--- config.mk ---
export PLATFORM = sky130hd
export DESIGN_NAME = freq_autorange
export DESIGN_NICKNAME = d
export VERILOG_FILES = /design/src/rtl/freq_autorange_pkg.sv /design/src/rtl/far_sync_edge.sv /design/src/rtl/far_gate_timer.sv /design/src/rtl/far_decade_chain.sv /design/src/rtl/freq_autorange.sv
export SDC_FILE = /design/constraint.sdc
export NUM_CORES = 1
export LEC_CHECK = 0
export ABC_AREA = 0
export BUFFER_PORTS_ARGS = -buffer_cell sky130_fd_sc_hd__buf_2
export CAP_MARGIN = 30
export CORE_MARGIN = 5
export CORE_UTILIZATION = 35
export CTS_CLUSTER_SIZE = 28
export DETAILED_ROUTE_END_ITERATION = 8
export PLACE_DENSITY = 0.62
export REMOVE_ABC_BUFFERS = 1
export SLEW_MARGIN = 0
export SYNTH_ARGS = -nofsm -noshare
export SYNTH_HDL_FRONTEND = slang
export SYNTH_SLANG_ARGS = --single-unit
export TNS_END_PERCENT = 1
--- constraint.sdc ---
create_clock -name clk -period 18.45 [get_ports clk]
set_clock_uncertainty 0.2 [all_clocks]
set_input_delay 3.69 -clock clk [delete_from_list [all_inputs] [get_ports clk]]
set_output_delay 3.69 -clock clk [all_outputs]
set_load 0.02 [all_outputs]
--- src/rtl/freq_autorange_pkg.sv ---
package freq_autorange_pkg;

    typedef enum logic [1:0] {
        STEP_KEEP = 2'd0,
        STEP_UP   = 2'd1,
        STEP_DOWN = 2'd2
    } range_step_e;

    // Frequency-proportional value of a count at a decade; overload ranks above all.
    function automatic logic [63:0] far_scale(logic [31:0] cnt, int dec, logic ovl);
        logic [63:0] m;
        m = 64'(cnt);
        for (int i = 0; i < 8; i++) begin
            if (i < dec) m = m * 64'd10;
        end
        if (ovl) m = '1;
        return m;
    endfunction

endpackage

--- src/rtl/far_sync_edge.sv ---
module far_sync_edge #(
    parameter int STAGES = 2
) (
    input  logic clk,
    input  logic rst_n,
    input  logic din,
    output logic rise
);
    // chain[STAGES-1] is the synchronised level, chain[STAGES] its previous value
    logic [STAGES:0] chain_d, chain_q;

    always_comb begin
        chain_d = {chain_q[STAGES-1:0], din};
    end

    always_ff @(posedge clk) begin
        if (!rst_n) chain_q <= '0;
        else        chain_q <= chain_d;
    end

    assign rise = chain_q[STAGES-1] & ~chain_q[STAGES];
endmodule

--- src/rtl/far_gate_timer.sv ---
module far_gate_timer #(
    parameter int GATE_CYCLES = 125_000_000,
    localparam int TW = $clog2(GATE_CYCLES)
) (
    input  logic clk,
    input  logic rst_n,
    output logic gate_end
);
    logic [TW-1:0] tmr_d, tmr_q;

    assign gate_end = (tmr_q == TW'(GATE_CYCLES - 1));

    always_comb begin
        tmr_d = gate_end ? '0 : tmr_q + TW'(1);
    end

    always_ff @(posedge clk) begin
        if (!rst_n) tmr_q <= '0;
        else        tmr_q <= tmr_d;
    end
endmodule

--- src/rtl/far_decade_chain.sv ---
module far_decade_chain #(
    parameter int RANGES = 4,
    localparam int RW = $clog2(RANGES)
) (
    input  logic          clk,
    input  logic          rst_n,
    input  logic          clr,
    input  logic          pulse,
    input  logic [RW-1:0] sel,
    output logic          tick
);
    localparam int NSTG = RANGES - 1;

    logic [3:0]        dig_q [NSTG];
    logic [RANGES-1:0] carry;

    // carry[i] = an edge that has passed i decade stages
    always_comb begin
        logic c;
        c = pulse;
        for (int i = 0; i < RANGES; i++) begin
            carry[i] = c;
            if (i < NSTG) c = c && (dig_q[i] == 4'd9);
        end
    end

    for (genvar g = 0; g < NSTG; g++) begin : g_stage
        logic [3:0] dig_d;
        always_comb begin
            dig_d = dig_q[g];
            if (clr)           dig_d = '0;
            else if (carry[g]) dig_d = (dig_q[g] == 4'd9) ? 4'd0 : dig_q[g] + 4'd1;
        end
        always_ff @(posedge clk) begin
            if (!rst_n) dig_q[g] <= '0;
            else        dig_q[g] <= dig_d;
        end
    end

    always_comb begin
        tick = 1'b0;
        for (int i = 0; i < RANGES; i++) begin
            if (sel == RW'(i)) tick = carry[i];
        end
    end
endmodule

--- src/rtl/freq_autorange.sv ---
module freq_autorange
    import freq_autorange_pkg::*;
#(
    parameter int GATE_CYCLES = 125_000_000,
    parameter int COUNT_LIMIT = 3999,
    parameter int DOWN_THRESH = 360,
    parameter int RANGES      = 4,
    localparam int CW = $clog2(COUNT_LIMIT + 2),
    localparam int RW = $clog2(RANGES)
) (
    input  logic          clk,
    input  logic          rst_n,
    input  logic          sig_in,
    input  logic          peak_hold,
    output logic [CW-1:0] reading,
    output logic [RW-1:0] range_sel,
    output logic          over_flag,
    output logic          gate_done
);
    localparam logic [CW-1:0] LIM_C = CW'(COUNT_LIMIT);
    localparam logic [CW-1:0] THR_C = CW'(DOWN_THRESH);
    localparam logic [RW-1:0] TOP_R = RW'(RANGES - 1);

    typedef struct packed {
        logic [CW-1:0] cnt;
        logic [RW-1:0] meas;
        logic [CW-1:0] disp;
        logic [RW-1:0] drange;
        logic          ovl;
        logic          done;
    } far_state_t;

    far_state_t st_q, st_d;

    logic gate_end, rise, tick;

    far_sync_edge #(.STAGES(2)) u_sync (
        .clk (clk),
        .rst_n (rst_n),
        .din (sig_in),
        .rise (rise)
    );

    far_gate_timer #(.GATE_CYCLES(GATE_CYCLES)) u_gate (
        .clk (clk),
        .rst_n (rst_n),
        .gate_end (gate_end)
    );

    far_decade_chain #(.RANGES(RANGES)) u_dec (
        .clk (clk),
        .rst_n (rst_n),
        .clr (gate_end),
        .pulse (rise),
        .sel (st_q.meas),
        .tick (tick)
    );

    logic          inc, too_big, show, new_ovl;
    logic [CW-1:0] final_cnt;
    logic [63:0]   new_mag, held_mag;
    range_step_e   step;

    always_comb begin
        st_d      = st_q;
        st_d.done = 1'b0;
        inc       = tick && (st_q.cnt <= LIM_C);
        final_cnt = inc ? st_q.cnt + CW'(1) : st_q.cnt;
        too_big   = final_cnt > LIM_C;
        show      = 1'b0;
        new_ovl   = 1'b0;
        step      = STEP_KEEP;
        if (inc) st_d.cnt = final_cnt;

        if (gate_end) begin
            st_d.cnt  = '0;
            st_d.done = 1'b1;
            if (too_big && st_q.meas != TOP_R) begin
                step = STEP_UP;
            end else begin
                show    = 1'b1;
                new_ovl = too_big;
                if (!too_big && final_cnt < THR_C && st_q.meas != '0) step = STEP_DOWN;
            end
        end

        new_mag  = far_scale(32'(final_cnt), int'(st_q.meas), new_ovl);
        held_mag = far_scale(32'(st_q.disp), int'(st_q.drange), st_q.ovl);

        if (show && (!peak_hold || new_mag > held_mag)) begin
            st_d.disp   = new_ovl ? LIM_C : final_cnt;
            st_d.drange = st_q.meas;
            st_d.ovl    = new_ovl;
        end

        case (step)
            STEP_UP:   st_d.meas = st_q.meas + RW'(1);
            STEP_DOWN: st_d.meas = st_q.meas - RW'(1);
            default:   st_d.meas = st_q.meas;
        endcase
    end

    always_ff @(posedge clk) begin
        if (!rst_n) st_q <= '0;
        else        st_q <= st_d;
    end

    assign reading   = st_q.disp;
    assign range_sel = st_q.drange;
    assign over_flag = st_q.ovl;
    assign gate_done = st_q.done;
endmodule

== After elaboration in Yosys (flattened, before gate mapping) ==
Memory sizes are Yosys's and may differ from the RTL's.
Index checks and enable logic that the tools add are counted.
Word-level totals
  register bits: 60
  RAM bits: 12
  input port bits: 4
  output and inout bits: 16
  logic and storage cells: 100
  memories: 1
Cells by class
  add/subtract/negate cells: 7
  $mul: 6
  magnitude comparators: 10
  eq/ne operators: 10
  mux-type cells: 37
  bitwise logic cells: 6
  reduce and logical (&&, ||, !) cells: 15
Memories
  u_dec.dig_q: depth 3, bits a word 4, rd ports 3, clocked after memory_dff 0, write ports 3, line far_decade_chain.sv:14  | logic [3:0] dig_q [NSTG];
Operators by type and width (count)
  $mux W64: 6
  $mul A64 B3 Y63 const B: 4
  $gt A64 B64 Y1: 1
  $mux W4: 12
  $mux W16: 2
  $mul A12 B3 Y15 const B: 2
  $add A27 B1 Y27 const B: 1
  $eq A27 B27 Y1 const B: 1
  $mux W12: 2
  $add A12 B1 Y12 const B: 1
  $add A4 B1 Y4 const B: 3
  $eq A4 B4 Y1 const B: 3
  $gt A12 B12 Y1 const B: 1
  $le A12 B12 Y1 const B: 1
  $lt A12 B9 Y1 const B: 1
  $mux W1: 11
  $logic_and A1 B1 Y1: 8
  $lt A1 B2 Y1 const A: 4
  $eq A2 B2 Y1 const B: 3
  $mux W2: 3
  $eq A2 B1 Y1 const B: 2
  $lt A2 B2 Y1 const A: 2
  $pmux W2 S2: 1
  $reduce_bool A2 Y1: 2
  other kinds (10): 14

== Longest topological paths before layout ==
Gate-level depths: netlist of run 1.
  depth after elaboration: 18
  mapped depth: 49
  mapped depth without buffers: 48

== Modules after synthesis ==
A second synthesis of run 1 with hierarchy kept.
Unflattened totals
  cell total of the unflattened synthesis: 1282
  area, all modules: 10142.2 µm²
By module, submodules not included
  freq_autorange: instances 1, cells an instance 1046, area each 8074.0 µm²
  far_gate_timer: instances 1, cells an instance 154, area each 1317.5 µm²
  far_decade_chain: instances 1, cells an instance 75, area each 658.1 µm²
  far_sync_edge: instances 1, cells an instance 7, area each 92.6 µm²

== Worst setup path after synthesis of run 1 ==
No wires, ideal clock.
  kind: reg2reg
  start point: reg st_q[16] (netlist name)
  end point: reg st_q, in the netlist reading[0]
  arrival time: 9.669 ns
  data required time: 18.192 ns
  slack: 8.523 ns
  cell stages (with the launch flop): 42
  period minus slack after synthesis: 9.927 ns
  path through: dfxtp_1 ha_1 clkbuf_1 inv_1 a31oi_2 a21boi_4 o21ai_1 nor2_1 xnor2_1 clkinv_1 ha_1 ha_1 fa_1 a21o_1 a21oi_1 o21bai_1 a2111oi_0 nor2_1 [... 6 more ...] a21oi_1 nand2_1 nor2_1 o311ai_0 inv_1 ha_1 ha_1 or3_1 or3_1 a31oi_1 o21a_1 nor2_1 ha_1 or4b_2 a2111oi_1 nor2_1 a41oi_1 o21a_1
On the way
  longest elaborated chain between the ends: 17
  elaborated cells on any way between the ends: 31
  those cells by class: mul (3); order compare (5); eq/ne (4); mux (14); reduce/logical (5)
Ends and longest elaborated chain
  start, declared: line freq_autorange.sv:33  | far_state_t st_q, st_d;
  start signal, assigned: line freq_autorange.sv:105  | else st_q <= st_d;
  $logic_not A2 Y1: line far_decade_chain.sv:43  | if (sel == RW'(i)) tick = carry[i];
  $mux W1 (3 in a row): line far_decade_chain.sv:43
  $mux W1 (*): line far_decade_chain.sv:43
  $logic_and A1 B1 Y1 (*): line freq_autorange.sv:67  | inc = tick && (st_q.cnt <= LIM_C);
  $mux W12 (*): line freq_autorange.sv:68  | final_cnt = inc ? st_q.cnt + CW'(1) : st_q.cnt;
  via final_cnt[3]: line freq_autorange.sv:60  | logic [CW-1:0] final_cnt;
  $mul A12 B3 Y15: line freq_autorange_pkg.sv:14  | if (i < dec) m = m * 64'd10;
  $mux W16: line freq_autorange_pkg.sv:14
  $mul A64 B3 Y63: line freq_autorange_pkg.sv:14
  $mux W64: line freq_autorange_pkg.sv:14
  $mul A64 B3 Y63: line freq_autorange_pkg.sv:14
  $mux W64: line freq_autorange_pkg.sv:14
  $mux W64: line freq_autorange_pkg.sv:16  | if (ovl) m = '1;
  $gt A64 B64 Y1: line freq_autorange.sv:90  | if (show && (!peak_hold || new_mag > held_mag)) begin
  $logic_or A1 B1 Y1: line freq_autorange.sv:90
  $logic_and A1 B1 Y1: line freq_autorange.sv:90
Mark *: on every way through the listed nets, which the timed path passes. The rest lies on a longest branch.
A chain may end at the register's enable or synchronous reset.

== Worst setup path after layout of run 1 ==
  start point: reg st_q[17] (netlist name)
  end point: reg st_q, in the netlist reading[1]
The elaborated chain is that of the path after synthesis.

==> results of run 1 <==
-- metrics by stage --
stage | utilization | hold slack [ps]
2_1_floorplan | - | 212
3_3_place_gp | 0.368 | 221
3_5_place_dp | 0.368 | 226
4_1_cts | 0.380 | 242
5_1_grt | 0.380 | 256
6_report | 0.380 | 237
-- power breakdown --
group / switching (mW) / internal (mW) / total [mW]
clock: 0.0665 / 0.118 / 0.185
combinational: 0.00698 / 0.00324 / 0.0102
sequential: 0.000903 / 0.157 / 0.158
-- worst max-delay path: cells and delay by family (launching register included) --
kind	cells	cell delay [ps]
compound gates	21	4310
flops	1	360
xor+xnor	4	630
simple gates	8	1360
fa+ha+maj	9	3500
buf+inv	4	660
-- logic make-up after synthesis --
logic type               after synthesis  share of synthesized area
XOR/XNOR                             111                      0.102
AND/OR/NAND/NOR                      438                      0.214
multiplexers                          18                     0.0202
adder cells (fa/ha/maj)              200                      0.258
buffers and inverters                 93                     0.0419
flip-flops                            72                      0.146
AO/OA/AOI/OAI                        324                      0.217
-- metal layers --
layer / GRT usage / share of wire / vias up
li1: - / - / 4531
met1: 0.208 / 0.51 / 3998
met2: 0.244 / 0.45 / 132
met3: 0.0156 / 0.031 / 26
met4: 0.0309 / 0.014 / 0
met5: 0 / 0 / -
-- synth_stat cells, drive strengths merged (4+ instances only) --
cell type and instances:
o31ai 10, clkbuf 28, o22a 7, dfxtp 72, o21bai 5, mux2 15
nand3 50, o211ai 7, and4 5, or3 13, nand2b 14, nor3 37
a21o 31, buf 23, or2 7, a31oi 12, nor3b 6, nand4 10
ha 194, nor4 6, xor2 52, a211oi 22, nor2 135, xnor2 59
a41oi 5, a21oi 99, inv 41, and2 16, o21ai 65, nor2b 18
a221oi 5, and3 19, fa 6, a21boi 4, nand2 94, o2111ai 5
o21a 24
-- how the worst max path moves through the flow --
| stage | endpoint | slack [ps] | cells after the start |
|---|---|---|---|
| 3_5_place_dp | reading[1] | 7400 | 48 |
| 2_1_floorplan | reading[0] | 7810 | 40 |
| 6_report | reading[1] | 7320 | 46 |
| 3_3_place_gp | reading[1] | 7610 | 43 |
| 5_1_grt | reading[10] | 6420 | 46 |
| 4_1_cts | reading[1] | 7330 | 48 |
-- flip-flops by register name, indices dropped and copies added (netlist names) --
register / count
gate_done: 1
over_flag: 1
range_sel: 2
reading: 12
st_q: 14
u_dec.dig_q: 12
u_gate.tmr_q: 27
u_sync.chain_q: 3
-- cell type report --
cell class	count	area [sq um]
repair buffers	26	148
multi-input cells	1091	8010
flip-flops and latches	72	1440
fillers	2941	17200
inverters	42	158
well taps	378	473
clock inverters	7	95.1
clock buffers	9	225
==> flow_summary.yaml, run 1 <==
status:
  run_status: "completed"
pwr:
  power.static_leakage_nw: 5.20
  totalPowerFinal_mw: 0.353
  pwr_density_cell_nw_per_um2: 33.5
  vdd_drop_max_mv: 0.0722
min_path:
  min-delay-start: "u_sync.chain_q[0]"
  holdPathStages: 1
  min_to: "u_sync.chain_q[1]"
  min_path_type: "reg -> reg"
clock_network:
  cts_tree: "done"
  cts_num_sinks: 72
  post_cts.resized_instances: 0
  clock_tree.htree_level_count: 3
  max_clock_buf_depth: 2
  ctsRootBufferMaster: "sky130_fd_sc_hd__clkbuf_16"
  post-cts-setup-buffers: 0
  holdBufCountCts: 0
  cts_buffers: 9
  clkLatencyLatePin_ps: 330
  clkSlewWorstSetupHoldPaths_ps: 60
synthesis:
  ys.warnings.count: 0
  synth_seq_area_share: 0.146
  synth.largest_area_cell: "sky130_fd_sc_hd__ha_1"
  synth_async_sr_flop_share: 0
  cell_area_synth_sq_um: 9860
  netlist_instances: 1256
  synth_top_cell_area_share: 0.246
  ys_seq_elements: 72
  synth_cell_type_count: 79
  post_synthesis_area_per_instance_sq_um: 7.85
  synth-edff-count: 0
  synth_ff_type: "sky130_fd_sc_hd__dfxtp_1"
  synth_top_cells_by_area: "sky130_fd_sc_hd__ha_1 25%, sky130_fd_sc_hd__dfxtp_1 15%, sky130_fd_sc_hd__xnor2_1 5.2%"
worst_setup_path:
  worst_case_reg_to_reg_path_depth: 46
  worst-setup-path-type: "reg -> reg"
  peak_per_stage_delay_on_the_critical_path_ps: 810
  worst_ep_required_time_ps: 18520
  cp_launch_point: "st_q[17]"
  crit-reg2reg-launch: "st_q[17]"
  worst_r2r_endpoint: "reading[1]"
  worst_setup_path_end_kind: "register"
  critical_path_arrival_ps: 11200
  cpMostUsedCell: "sky130_fd_sc_hd__ha_1"
  r2r_slack_ps: 7320
  worstSetupStartpointType: "register"
  path_max_fanout: 28
  max_stage_delay_cell_worst_path: "sky130_fd_sc_hd__ha_1"
place:
  place_area_sq_um: 10200
  portBuffers: 19
  post-place-ws_ps: 7400
  detailedPlacementHpwl_mm: 19.3
  dp_cells: 1609
  gpl.final_weighted_congestion: 0.898
global_routing:
  grt_start_max_net_pins: 39
  antenna_violations_before_repair: 0
  grt_first_pass_wirelength_mm: 39.5
  first_global_vias: 8205
  grt_usage: 0.147
  globalRouteOverflowTotal: 0
job:
  maxCapViolations: 0
routing:
  dr_total_vias: 8687
  detail_route.iter0.violations: 454
  drt-total-wl_mm: 23.6
  antenna_violating_nets_post_route: 0
  drt-vias-per-instance: 5.35
  drt_first_pass_iters: 5
  post-route-drc-count: 0
  routed_wire_length_per_instance_um: 14.5
layout:
  fin_area_sq_um: 10500
  nNetsFinal: 1446
  layout.cells.most_common: "sky130_fd_sc_hd__ha_1"
  n_antenna_cell: 0
  synthToLayoutAreaGrowth_pct: 6.95
  final_layout_size_suffix_gt1_frac: 0.0690
  layout_common_cells: "194 x sky130_fd_sc_hd__ha_1, 134 x sky130_fd_sc_hd__nor2_1, 99 x sky130_fd_sc_hd__a21oi_1, 94 x sky130_fd_sc_hd__nand2_1, 72 x sky130_fd_sc_hd__dfxtp_1"
  instances_no_fill: 1625
sta:
  fmax_mhz: 89.9
  min_period_over_period: 0.603
  tightest_slew_ps: 978
  timing_hold_violations_final: 0
  tns_ps: 0
  grt_setup_unrepaired: "no"
  postLayoutSetupSlackWorst_ps: 7320
  setup_viol: 0
  max_slew_violation_count: 0
  post-route-min-period_ps: 11130
  relSlewSlack: 0.348
floorplanning:
  initial_utilization: 0.355
  horizontal_die_dimension_um: 178
  number_of_rows_in_the_core_area: 61
  core_area_sq_um: 27800
  design.portCount: 20
  floorplan.die.height_um: 178
  die-area_sq_um: 31600
(Power assumes the default switching activity.)
==> run 2: changes to the inputs <==
--- a/config.mk
+++ b/config.mk
@@ -12,7 +12,7 @@
 export CORE_UTILIZATION = 35
 export CTS_CLUSTER_SIZE = 28
 export DETAILED_ROUTE_END_ITERATION = 8
-export PLACE_DENSITY = 0.62
+export PLACE_DENSITY = 0.63
 export REMOVE_ABC_BUFFERS = 1
 export SLEW_MARGIN = 0
 export SYNTH_ARGS = -nofsm -noshare
==> constraint.sdc (replaced) <==
create_clock -name clk -period 9 [get_ports clk]
set_clock_uncertainty 0.2 [all_clocks]
set_input_delay 1.8 -clock clk [delete_from_list [all_inputs] [get_ports clk]]
set_output_delay 1.8 -clock clk [all_outputs]
set_load 0.02 [all_outputs]
==> run 2 against run 1 <==
- the run now ends with negative setup slack left
- total power is 94% higher
- global-route usage is 0.62 points higher
- fmax is 23% higher
- highest routed layer unchanged
- non-clock buffer count is 151 higher
- largest cell class unchanged
- critical path type unchanged
- first-iteration DRC count is 17% higher
- final cell count is 9.3% higher
- critical endpoint is now reading[3]
==> flow_summary.yaml, run 2 (synthesized netlist as in run 1, its figures left out) <==
floorplanning:
  core_area_sq_um: 27800
  die-area_sq_um: 31600
  floorplan.die.height_um: 178
  initial_utilization: 0.355
  design.portCount: 20
  number_of_rows_in_the_core_area: 61
  horizontal_die_dimension_um: 178
sta:
  timing_hold_violations_final: 0
  setup_viol: 5
  tns_ps: -57.8
  grt_setup_unrepaired: "yes"
  max_slew_violation_count: 0
  fmax_mhz: 111
  min_period_over_period: 1.00
  relSlewSlack: 0.326
  post-route-min-period_ps: 9020
  tightest_slew_ps: 1000
  postLayoutSetupSlackWorst_ps: -16.4
pwr:
  pwr_density_cell_nw_per_um2: 57.6
  power.static_leakage_nw: 5.98
  vdd_drop_max_mv: 0.113
  totalPowerFinal_mw: 0.683
layout:
  layout_common_cells: "190 x sky130_fd_sc_hd__ha_1, 157 x sky130_fd_sc_hd__buf_4, 130 x sky130_fd_sc_hd__nor2_1, 94 x sky130_fd_sc_hd__nand2_1, 89 x sky130_fd_sc_hd__a21oi_1"
  reg_top3: "u_gate.tmr_q (27), st_q (14)"
  layout.cells.most_common: "sky130_fd_sc_hd__ha_1"
  n_antenna_cell: 0
  nNetsFinal: 1597
  n_fill_cell: 2817
  synthToLayoutAreaGrowth_pct: 20.3
  final_layout_size_suffix_gt1_frac: 0.197
  registers.top_by_ff_count: "u_gate.tmr_q"
  largest_register_ffs: 27
clock_network:
  max_clock_buf_depth: 2
  clock_tree.htree_level_count: 3
  ctsRootBufferMaster: "sky130_fd_sc_hd__clkbuf_16"
  cts_tree: "done"
  clkSlewWorstSetupHoldPaths_ps: 60
  holdBufCountCts: 0
  cts_buffers: 9
  clkLatencyLatePin_ps: 330
  cts_num_sinks: 72
worst_setup_path:
  worst-setup-path-type: "reg -> reg"
  max_stage_delay_cell_worst_path: "sky130_fd_sc_hd__ha_1"
  worstSetupStartpointType: "register"
  r2r_slack_ps: -20
  crit-reg2reg-launch: "st_q[17]"
  cpMostUsedCell: "sky130_fd_sc_hd__ha_1"
  worst_ep_required_time_ps: 9060
  peak_per_stage_delay_on_the_critical_path_ps: 380
  worst_r2r_endpoint: "reading[3]"
  critical_path_arrival_ps: 9080
  worst_setup_path_end_kind: "register"
  path_max_fanout: 13
  worst_case_reg_to_reg_path_depth: 47
min_path:
  min-delay-start: "u_sync.chain_q[0]"
  min_to: "u_sync.chain_q[1]"
  holdPathStages: 1
  min_path_type: "reg -> reg"
global_routing:
  antenna_violations_before_repair: 0
  first_global_vias: 8932
  grt_start_max_net_pins: 51
  grt_usage: 0.154
  met2_use_gr: 0.260
  globalRouteOverflowTotal: 0
  grt.met1_usage: 0.212
  top_usage_layer: "met2"
  grt_first_pass_wirelength_mm: 41.6
  gr-usage-met3: 0.0138
routing:
  detail_route.iter0.violations: 532
  antenna_violating_nets_post_route: 0
  drt-vias-per-instance: 5.16
  post-route-drc-count: 0
  drt_first_pass_iters: 6
  drt-total-wl_mm: 24.0
  dr_total_vias: 9158
  routed_wire_length_per_instance_um: 13.5
status:
  run_status: "finished with violations"
  failed_checks: "negative setup slack"
place:
  post-place-ws_ps: -552
  gpl.final_weighted_congestion: 0.863
  portBuffers: 19
  detailedPlacementHpwl_mm: 20.0
job:
  maxCapViolations: 0
==> run 2: how the worst max path moves through the flow <==
stage                         from          end  slack [ps]  depth (start not counted)
after floorplan           st_q[16]   reading[0]       -1640                         40
after global placement    st_q[16]   reading[1]        -400                         43
after detailed placement  st_q[16]   reading[7]        -550                         46
after CTS                 st_q[17]   reading[7]          10                         47
after global routing      st_q[17]  reading[10]        -610                         47
final                     st_q[17]   reading[3]         -20                         47
==> run 2: final cells by class <==
type                    count  area [sq um]  share of cell area
inverters                  42           158              0.0133
clock inverters             7          60.1             0.00506
multi-input cells        1091          8210               0.692
clock buffers               9           225              0.0190
well taps                 378           473              0.0399
repair buffers            177          1290               0.109
flip-flops and latches     72          1450               0.122
==> run 2: worst max-delay path, delay by kind of cell, from the launching register on <==
| family | cells | cell delay [ps] |
|---|---|---|
| buffers and inverters | 6 | 800 |
| AOI/OAI and AO/OA | 18 | 2800 |
| muxes | 1 | 220 |
| DFF | 1 | 370 |
| adders and majority gates | 8 | 2220 |
| xor gates and xnor gates | 3 | 560 |
| and+or+nand+nor | 11 | 1810 |
==> run 2: routing by layer <==
layer | wire (um) | vias up
met5 | 0 | -
met2 | 10900 | 121
met4 | 438 | 0
met1 | 12200 | 4171
li1 | - | 4838
met3 | 476 | 28
==> run 2: power by group <==
group	switching (mW)	internal, mW
combinational	0.0161	0.00961
clock	0.144	0.191
sequential	0.00157	0.321
total	0.162	0.521
==> run 2: per-stage QoR <==
| step | cell area [sq um] | util | hold slack, ps | std cells |
|---|---|---|---|---|
| 6_report | 11900 | 0.427 | 231 | 1776 |
| 5_1_grt | 11900 | 0.427 | 251 | 1776 |
| 4_1_cts | 11800 | 0.426 | 234 | 1776 |
| 3_5_place_dp | 11400 | 0.409 | 220 | 1759 |
| 3_3_place_gp | 11400 | 0.409 | 216 | 1759 |
| 2_1_floorplan | 9600 | - | 212 | 1205 |
==> run 2: repair_timing <==
item / in CTS / in global routing
pin swaps: 11 / 3
resized for setup: 40 / 8
buffers inserted: 1 / 0
endpoints found under the setup margin: 15 / 15
